--- src/rtl/wls_pkg.sv ---
package wls_pkg;
  typedef enum logic {
    SLOT_RISE = 1'b0,
    SLOT_FALL = 1'b1
  } slot_e;

  localparam int unsigned NUM_SLOTS = 2;
endpackage

--- src/rtl/wls_slot_ptr.sv ---
module wls_slot_ptr
  import wls_pkg::*;
(
  input  logic  clk_i,
  input  logic  rst_ni,
  input  logic  start_i,
  input  logic  addr3_i,
  input  logic  beat_valid_i,
  input  logic  last_i,
  output slot_e cur_slot_o,
  output logic  word_end_o
);
  slot_e ptr_q;

  always_comb begin
    cur_slot_o = start_i ? slot_e'(addr3_i) : ptr_q;
    word_end_o = beat_valid_i & ((cur_slot_o == SLOT_FALL) | last_i);
  end

  always_ff @(posedge clk_i or negedge rst_ni) begin
    if (!rst_ni)           ptr_q <= SLOT_RISE;
    else if (beat_valid_i) ptr_q <= (cur_slot_o == SLOT_RISE) ? SLOT_FALL : SLOT_RISE;
    else if (start_i)      ptr_q <= slot_e'(addr3_i);
  end
endmodule

--- src/rtl/wls_lane.sv ---
module wls_lane #(
  parameter int unsigned LANE_W = 32
) (
  input  logic              clk_i,
  input  logic              rst_ni,
  input  logic              wr_i,
  input  logic [LANE_W-1:0] data_i,
  input  logic              clr_i,
  output logic [LANE_W-1:0] merged_data_o,
  output logic              merged_we_o
);
  logic [LANE_W-1:0] acc_q;
  logic              we_q;

  // merged view includes the current beat so a completing word needs no extra cycle
  always_comb begin
    merged_data_o = wr_i ? data_i : acc_q;
    merged_we_o   = wr_i | we_q;
  end

  always_ff @(posedge clk_i or negedge rst_ni) begin
    if (!rst_ni) begin
      acc_q <= '0;
      we_q  <= 1'b0;
    end else if (clr_i) begin
      acc_q <= '0;
      we_q  <= 1'b0;
    end else if (wr_i) begin
      acc_q <= data_i;
      we_q  <= 1'b1;
    end
  end
endmodule

--- src/rtl/wls_out_reg.sv ---
module wls_out_reg #(
  parameter int unsigned WORD_W    = 128,
  parameter int unsigned NUM_LANES = 4
) (
  input  logic                 clk_i,
  input  logic                 rst_ni,
  input  logic                 word_end_i,
  input  logic [WORD_W-1:0]    merged_data_i,
  input  logic [NUM_LANES-1:0] merged_we_i,
  output logic [WORD_W-1:0]    word_data_o,
  output logic [NUM_LANES-1:0] lane_we_o,
  output logic                 word_done_o
);
  always_ff @(posedge clk_i or negedge rst_ni) begin
    if (!rst_ni) begin
      word_data_o <= '0;
      lane_we_o   <= '0;
      word_done_o <= 1'b0;
    end else begin
      word_done_o <= word_end_i;
      lane_we_o   <= word_end_i ? merged_we_i : '0;
      if (word_end_i) word_data_o <= merged_data_i;
    end
  end
endmodule

--- src/rtl/wr_lane_steer.sv ---
module wr_lane_steer
  import wls_pkg::*;
#(
  parameter int unsigned BEAT_W = 64,
  parameter int unsigned LANE_W = 32
) (
  input  logic                                  clk_i,
  input  logic                                  rst_ni,
  input  logic                                  start_i,
  input  logic                                  addr3_i,
  input  logic                                  beat_valid_i,
  input  logic [BEAT_W-1:0]                     beat_data_i,
  input  logic [BEAT_W/LANE_W-1:0]              beat_dw_en_i,
  input  logic                                  last_i,
  output logic [NUM_SLOTS*BEAT_W-1:0]           word_data_o,
  output logic [NUM_SLOTS*(BEAT_W/LANE_W)-1:0]  lane_we_o,
  output logic                                  word_done_o
);
  localparam int unsigned PER_BEAT  = BEAT_W / LANE_W;
  localparam int unsigned NUM_LANES = NUM_SLOTS * PER_BEAT;
  localparam int unsigned WORD_W    = NUM_SLOTS * BEAT_W;

  slot_e                cur_slot;
  logic                 word_end;
  logic [WORD_W-1:0]    merged_data;
  logic [NUM_LANES-1:0] merged_we;

  wls_slot_ptr u_ptr (
    .clk_i        (clk_i),
    .rst_ni       (rst_ni),
    .start_i      (start_i),
    .addr3_i      (addr3_i),
    .beat_valid_i (beat_valid_i),
    .last_i       (last_i),
    .cur_slot_o   (cur_slot),
    .word_end_o   (word_end)
  );

  for (genvar g = 0; g < NUM_LANES; g++) begin : g_lane
    localparam logic        LSLOT = 1'(g / PER_BEAT);
    localparam int unsigned LHALF = g % PER_BEAT;
    logic wr;
    assign wr = beat_valid_i & (cur_slot == slot_e'(LSLOT)) & beat_dw_en_i[LHALF];

    wls_lane #(.LANE_W(LANE_W)) u_lane (
      .clk_i         (clk_i),
      .rst_ni        (rst_ni),
      .wr_i          (wr),
      .data_i        (beat_data_i[LHALF*LANE_W +: LANE_W]),
      .clr_i         (word_end),
      .merged_data_o (merged_data[g*LANE_W +: LANE_W]),
      .merged_we_o   (merged_we[g])
    );
  end

  wls_out_reg #(.WORD_W(WORD_W), .NUM_LANES(NUM_LANES)) u_out (
    .clk_i         (clk_i),
    .rst_ni        (rst_ni),
    .word_end_i    (word_end),
    .merged_data_i (merged_data),
    .merged_we_i   (merged_we),
    .word_data_o   (word_data_o),
    .lane_we_o     (lane_we_o),
    .word_done_o   (word_done_o)
  );
endmodule

--- config.mk ---
export PLATFORM = sky130hd
export DESIGN_NAME = wr_lane_steer
export DESIGN_NICKNAME = d
export VERILOG_FILES = /design/src/rtl/wls_pkg.sv /design/src/rtl/wls_slot_ptr.sv /design/src/rtl/wls_lane.sv /design/src/rtl/wls_out_reg.sv /design/src/rtl/wr_lane_steer.sv
export SDC_FILE = /design/constraint.sdc
export NUM_CORES = 1
export LEC_CHECK = 0
export ABC_AREA = 1
export BUFFER_PORTS_ARGS = -buffer_cell sky130_fd_sc_hd__buf_2
export CORE_ASPECT_RATIO = 1.25
export CORE_MARGIN = 2
export CORE_UTILIZATION = 45
export CTS_CLUSTER_SIZE = 40
export DETAILED_ROUTE_END_ITERATION = 10
export GPL_ROUTABILITY_DRIVEN = 0
export PLACE_DENSITY = 0.66
export SLEW_MARGIN = 20
export SYNTH_ARGS = -nofsm -noshare
export SYNTH_HDL_FRONTEND = slang
export SYNTH_HIERARCHICAL = 1
export SYNTH_SLANG_ARGS = --single-unit
export TNS_END_PERCENT = 50
--- constraint.sdc ---
create_clock -name clk_i -period 1.8 [get_ports clk_i]
set_input_delay 0.54 -clock clk_i [delete_from_list [all_inputs] [get_ports clk_i]]
set_output_delay 0.54 -clock clk_i [all_outputs]
set_load 0.02 [all_outputs]
; Word-level counts from Yosys, hierarchy flattened
; Cells that the tools add are included.
[op_classes]
reduce_logical = 4
bitwise_logic = 13
mux = 20
[ops]
columns = cell, n
row1 = $mux 32, 8
row2 = $mux 1, 11
row3 = $reduce_bool 2->1, 4
row4 = $and 1x1->1, 7
row5 = $or 1x1->1, 5
row6 = $mux 4, 1
row7 = $not 1->1, 1
[totals]
out_inout_bits = 133
ff_bits = 266
in_bits = 72

; Depth between registers and ports, before layout
; Gate-level depths: netlist of run 1.
[logic_depth]
depth_word = 6
depth_mapped = 14
depth_no_buf = 12

; Hierarchy
; Netlist of run 1, hierarchy kept.
[by_module_without_submodules]
columns = module, area_each_um2, seq_area_each_um2, instances, cells_per_inst
row1 = wls_lane, 1993.2, 825.8, 4, 272
row2 = wls_out_reg, 5053.6, 3328.2, 1, 555
row3 = wls_slot_ptr, 77.6, 25.0, 1, 13
row4 = wr_lane_steer, 33.8, 0.0, 1, 9

; Worst setup path after synthesis of run 1
; OpenSTA, ideal clock, no wires.
[synth_timing]
path_kind = input to register
start = input port start_i
end = register u_out.word_data_o[11]
stages = 12
arrival_time_ps = 1450
n_path_buf = 2
slack_ps = 233
required_ps = 1683
path_cell_list = nand2_1 > nand2_2 > inv_1 > nand2_1 > nor2_1 > buf_6 > buf_4 > nand2_1 > nand2_2 > inv_1 > nand2_1 > nand2_1
[synth_between]
elab_chain_len = 5
elab_cells_between_ends = 7
classes_between = mux (2) / bitwise (5)
[synth_lines]
columns = element, line
row1 = start: declaration, wr_lane_steer.sv:9  ; input logic start_i,
row2 = $mux 1, --
row3 = net cur_slot, wr_lane_steer.sv:23  ; slot_e cur_slot;
row4 = $not 1->1, --
row5 = $and 1x1->1 (2 in a row), wr_lane_steer.sv:43  ; assign wr = beat_valid_i & (cur_slot == slot_e'(LSLOT)) & beat_dw_en_i[LHALF];
row6 = net g_lane[0].wr, wr_lane_steer.sv:42  ; logic wr;
row7 = $mux 32, --
row8 = net merged_data[11], wr_lane_steer.sv:25  ; logic [WORD_W-1:0] merged_data;
row9 = end signal: assignment, wls_out_reg.sv:22  ; if (word_end_i) word_data_o <= merged_data_i;
row10 = end: declaration, wls_out_reg.sv:10  ; output logic [WORD_W-1:0] word_data_o,
; The timed path passes the listed nets, and every way through them passes these cells.
; A chain may end at the register's enable or synchronous reset.

; Worst setup path in the final report of run 1
[layout_timing]
start = register u_out.word_data_o[72]
end = output port word_data_o[72]
[layout_lines]
columns = element, line
row1 = end: declaration, wr_lane_steer.sv:15  ; output logic [NUM_SLOTS*BEAT_W-1:0] word_data_o,
; No word-level cell between the ends.

==> reports/qor.txt, run 1 <==
status: finished clean
Mean Syn Cell Area: 7.89 sq um
Synth area leader: dfrtp_1
most common cell after layout, fill and taps aside: nand2_1
Worst EP arrival: 1.16 ns
worst hold start: beat_data_i[13]
pwr dens: 1090 nW/um^2
Final HPWL DP: 19.8 mm
fill cell count: 2650
CTS Buf Count: 28
slowest cell on the critical path: dfrtp_1
CTS H-tree lvls: 1
Max FO, Critical Path: 2
final wirelength: 28.8 mm
hold slack: 0.315 ns
CP Data Required Time: 1.26 ns
Buf/Inv on CP: 1
Peak VDD IR: 0.892 mV
Tmin final: 1.70 ns
vias in the first global route: 9926
synth unique cells: 14
metal3 WL: 1.38 mm
CP Cell Sequence: buf_2
DRC Markers: 0
count of pins over their slew limit: 0
R2R Path Start: u_ptr/ptr_q$_DFF_PN0_
crit share post-route: 94.4%
top cells by area, synth: dfrtp_1 (51%), nand2_1 (16%), inv_1 (11%)
largest net degree at the start of global routing: 56
Max Cap Viol: 0
most frequent cells in the layout: nand2_1 (558), inv_1 (398), dfrtp_1 (266)
final-report hold violation count: 0
Clock Tree Root: clkbuf_16
register bit total from synthesis: 266
maximum clock rate: 0.588 GHz
delay-heaviest family, CP: flip-flops
Worst Reg2Reg Path Length in Cells: 11
Area growth, synth to finish: 22.0%
Vias/cell: 4.26
delay of the slowest cell on the worst path: 0.42 ns
Layout Nets: 1960
Leakage Power: 0.00995 uW
Port Buffers: 204
Worst-Skew Late Latency: 0.56 ns
site row count: 69
Routed wire per std cell: 12.5 um
DP Cell Count: 2247
CTS max path bufs: 3
Top Layer Used: met5
Die Area: 30600 sq um
layout cells sized above 1: 34.6%
CP Launch Type: flop
die height: 195 um
top cell type's share of synthesized area: 50.7%
synthesized instance count: 1665
Total GRT Usage: 19.6%
total gr overflow: 0
Critical Path Sink Type: output port
met2 WL: 13.7 mm
Worst Setup SP: u_out/word_data_o[72]$_DFFE_PN0P_
Slew @ Worst Pin: 0.328 ns
Slew HR: 78.1%
RSZ-0062 raised after global routing: no
final setup violation count: 0
vias after detailed routing: 9818
register area share after synthesis: 50.7%
fin cells: 2302
Crit path depth: 1
Hold Crit Class: input pin to flop
number of clock sinks: 266
Layout Skew: 0.0234 ns
Initial Util: 46.0%
Ys Warns: 6
Met1 Wirelength: 13.0 mm
DRT antenna net count: 0
Reg clk slew, reported paths: 0.07 ns
antenna violations before repair: 3
core footprint: 28600 sq um
synthesized cell area: 13100 sq um
first-pass GRT wire length: 49.0 mm
# IOs: 205
initial DRC count: 396
CTS tree: yes
die width: 157 um
WS Path Type: flop to output port
Net Count, Synth: 1737
DRT Pass-1 Iters: 4
Hold Path Depth: 5
## flip-flops by register name (all words and copies together) (netlist names)
| name | count |
|---|---|
| g_lane.u_lane/acc_q | 128 |
| u_out/word_data_o | 128 |
| g_lane.u_lane/we_q | 4 |
| u_out/lane_we_o | 4 |
| u_out/word_done_o | 1 |
| u_ptr/ptr_q | 1 |
## cell families after synthesis
| logic type | count (synthesis) | synth area share [%] |
|---|---|---|
| AND/OR/NAND/NOR | 918 | 32.7 |
| buffers and inverters | 477 | 16.5 |
| flip-flops | 266 | 50.7 |
| AO/OA/AOI/OAI | 4 | 0.152 |
## where the power goes
| part | switching (uW) | leakage (uW) | total, uW | internal, uW |
|---|---|---|---|---|
| logic | 2530 | 0.00596 | 3910 | 1380 |
| registers | 382 | 0.00349 | 7200 | 6810 |
| clock network | 2460 | 0.000502 | 6400 | 3940 |
| total | 5380 | 0.00995 | 17500 | 12100 |
## cell usage after synthesis (all sizes together)
master,n
nand3,2
nand2,784
clkbuf,3
nor2,132
inv,404
buf,70
dfrtp,266
a21oi,4
## metal layers
| layer | track usage, % | vias up |
|---|---|---|
| met2 | 33.3 | 179 |
| met5 | 0 | - |
| met1 | 26.0 | 4549 |
| li1 | - | 5043 |
| met3 | 3.31 | 45 |
| met4 | 4.76 | 2 |
## path summary, 6_finish.rpt
kind	endpoint	slack, ns
setup / recovery	word_data_o[72]	0.10
hold / removal	g_lane[2].u_lane/acc_q[13]$_DFF_PN0_	0.32
setup reg to reg	u_out/word_data_o[102]$_DFFE_PN0P_	0.17
hold reg to reg	u_out/word_data_o[53]$_DFFE_PN0P_	0.46
max in group asynchronous	g_lane[0].u_lane/acc_q[21]$_DFF_PN0_	0.71
min in group asynchronous	u_out/word_data_o[119]$_DFFE_PN0P_	0.46
## per-stage QoR
stage / util (%) / cell area, sq um / total power, uW / setup slack, ns / TNS [ns]
global placement: 52.4 / 15000 / 11200 / -0.225 / -22.28
finish: 56.1 / 16000 / 17500 / 0.100 / 0
floorplan: - / 13100 / 9860 / 0.233 / 0
global route: 56.1 / 16000 / 18500 / 0.0183 / 0
detailed placement: 52.4 / 15000 / 11300 / -0.230 / -28.09
CTS: 56.1 / 16000 / 17800 / 0.0873 / 0
## timing repair
item / in CTS / in global routing
buffers inserted: 0 / 0
hold buffers: 1 / 0
hold endpoints to repair: 25 / 0
endpoints found under the setup margin: 0 / 7
resized for setup: 0 / 2
## cell type report
cell class	count	area, sq um	share of cell area [%]
inverter	404	1550	9.68
antenna	2	5.00	0.0312
clock buffer	37	785	4.89
tap	390	488	3.04
timing repair buffer	266	1950	12.2
multi-input combinational	922	4340	27.1
clock inverter	15	249	1.55
sequential	266	6660	41.5
Note: power is estimated with default switching activity, not from simulation.
==> run 2, diff against run 1 <==
Settings changed: ABC_AREA 1 to default.
==> reports/qor.txt, run 2 <==
DRC Markers: 0
die width: 147 um
Routed wire per std cell: 18.5 um
Max Cap Viol: 0
Max FO, Critical Path: 11
WS Path Type: flop to flop
async set-reset flop share out of synthesis: 100%
fill cell count: 1990
most frequent cells in the layout: dfrtp_1 (266), mux2_4 (249), buf_2 (203)
DRT Pass-1 Iters: 4
failing checks: setup timing
CP Data Required Time: 2.21 ns
crit share post-route: 107%
Worst-Skew Late Latency: 0.53 ns
final-report hold violation count: 0
register area share after synthesis: 57.6%
Area growth, synth to finish: 27.4%
Hold Path Depth: 2
vias after detailed routing: 6307
Hold Crit Class: input pin to flop
Leakage Power: 0.00769 uW
worst hold start: beat_valid_i
setup ws final: -0.132 ns
top cells by area, synth: dfrtp_1 (58%), mux2_4 (25%), nor2b_1 (7.1%)
Total GRT Usage: 17.6%
CTS max path bufs: 3
pwr dens: 1140 nW/um^2
R2R Path Start: u_ptr/ptr_q$_DFF_PN0_
core footprint: 25300 sq um
CP Launch Type: flop
antenna violations before repair: 4
CTS tree: yes
Synth Flop Type: dfrtp_1
Clock Tree Root: clkbuf_16
Net Count, Synth: 784
synthesized instance count: 712
DRT antenna net count: 0
RSZ-0062 raised after global routing: yes
reg2reg setup slack: -0.13 ns
hold slack: 0.273 ns
Slew @ Worst Pin: 0.431 ns
top cell type's share of synthesized area: 57.6%
Worst EP arrival: 2.34 ns
Final HPWL DP: 15.2 mm
Vias/cell: 4.81
synthesized cell area: 11600 sq um
largest net degree at the start of global routing: 51
final wirelength: 24.3 mm
worst hold endpoint: u_ptr/ptr_q$_DFF_PN0_
largest registers in the final layout: g_lane.u_lane/acc_q (128), u_out/word_data_o (128)
register area: 6660 sq um
CTS Buf Count: 28
# IOs: 205
Synth area leader: dfrtp_1
Reg clk slew, reported paths: 0.06 ns
Critical Path Sink Type: flop
Layout Nets: 1026
total gr overflow: 0
die height: 183 um
most common cell after layout, fill and taps aside: dfrtp_1
Slew HR: 71.3%
Place WS: -0.462 ns
Initial Util: 45.7%
Peak VDD IR: 0.705 mV
Worst R2R End: u_out/word_data_o[37]$_DFFE_PN0P_
layout cells sized above 1: 59.4%
Port Buffers: 204
Post-synth EDFFs: 0
register bit total from synthesis: 266
maximum clock rate: 0.518 GHz
top post-synthesis cells by count: dfrtp_1 (266), mux2_4 (193), nor2b_1 (132), mux2_2 (64), buf_6 (26)
first-pass GRT wire length: 38.0 mm
most common cell in the netlist: dfrtp_1
Worst Reg2Reg Path Length in Cells: 6
Overall Power: 16800 uW
count of pins over their slew limit: 0
multi-input logic area: 4840 sq um
Mean Syn Cell Area: 16.2 sq um
synth unique cells: 13
Layout Skew: 0.00848 ns
number of clock sinks: 266
Tmin final: 1.93 ns
Ys Warns: 6
initial DRC count: 221
site row count: 65
CTS H-tree lvls: 1
vias in the first global route: 6771
status: finished with violations
final setup violation count: 117
Die Area: 27000 sq um
run 2: cell count changes in the layout (fill, tap and decap cells not counted), moves of 5 or more:
cell / delta
mux2_2: +8
nor2_2: -112
inv_1: -398
nor2b_4: +9
nor2b_1: +120
clkbuf_16: +5
buf_6: +5
nand2_2: -226
nor2_1: -16
mux2_4: +249
buf_12: -21
nand2_1: -558
run 2: metal layers:
| metal | up-vias | wire, um | GRT usage [%] |
|---|---|---|---|
| li1 | 2893 | - | - |
| met5 | - | 13 | 0 |
| met3 | 35 | 1250 | 3.58 |
| met4 | 2 | 383 | 4.46 |
| met1 | 3225 | 10800 | 24.7 |
| met2 | 152 | 11800 | 28.3 |
run 2: power breakdown:
group / total [uW] / switching [uW] / internal, uW
clock: 6250 / 2280 / 3970
sequential: 7040 / 358 / 6680
combinational: 3560 / 1700 / 1860
total: 16800 / 4350 / 12500
run 2: how the worst max path moves through the flow:
| stage | startpoint | end | slack, ns | cells past startpoint |
|---|---|---|---|---|
| floorplan | start_i | u_out/word_data_o[0]$_DFFE_PN0P_ | -0.22 | 6 |
| global placement | start_i | u_out/word_data_o[14]$_DFFE_PN0P_ | -0.45 | 6 |
| detailed placement | start_i | u_out/word_data_o[17]$_DFFE_PN0P_ | -0.46 | 6 |
| CTS | u_ptr/ptr_q$_DFF_PN0_ | u_out/word_data_o[7]$_DFFE_PN0P_ | -0.13 | 6 |
| global route | u_ptr/ptr_q$_DFF_PN0_ | u_out/word_data_o[29]$_DFFE_PN0P_ | -0.18 | 7 |
| finish | u_ptr/ptr_q$_DFF_PN0_ | u_out/word_data_o[37]$_DFFE_PN0P_ | -0.13 | 6 |
run 2: worst max-delay path, cell delays in order, from the launching register on:
cell and delay, ns:
dfrtp_1 0.37, mux2_4 0.28, and3b_2 0.26, buf_12 0.14, buf_12 0.16, mux2_4 0.32
mux2_4 0.26
run 2: area by class of cell:
cell class	count	area share [%]
clock buffer	40	5.75
clock inverter	10	1.23
timing repair buffer	255	12.1
multi-input combinational	403	32.9
antenna	2	0.0340
sequential	266	45.2
tap	335	2.85
run 2: logic make-up (layout without fill, tap and decap cells):
family                 after synthesis  after routing  synth area share [%]
AO/OA/AOI/OAI                        1              1                0.0650
XOR/XNOR                             1              1                0.0758
buffers and inverters               43            305                  3.14
flip-flops                         266            266                  57.6
multiplexers                       257            257                  31.3
other                                0              2                     0
AND/OR/NAND/NOR                    144            144                  7.86
run 2: what timing repair did:
| action | CTS | global route |
|---|---|---|
| setup buffers | 3 | 4 |
| pin swaps | 0 | 0 |
| hold buffers | 1 | 0 |
| endpoints found under the hold margin | 31 | 0 |
| resized for setup | 20 | 21 |
| endpoints found under the setup margin | 128 | 177 |
| gates cloned | 2 | 5 |
run 2: stage by stage:
step	instance area [sq um]	std cells	util [%]	setup TNS, ns
2_1_floorplan	11800	712	-	-33.16
3_3_place_gp	13300	1244	52.5	-72.30
3_5_place_dp	13300	1244	52.5	-75.26
4_1_cts	14500	1300	57.3	-6.57
5_1_grt	14700	1311	58.2	-15.73
6_report	14700	1311	58.2	-7.82
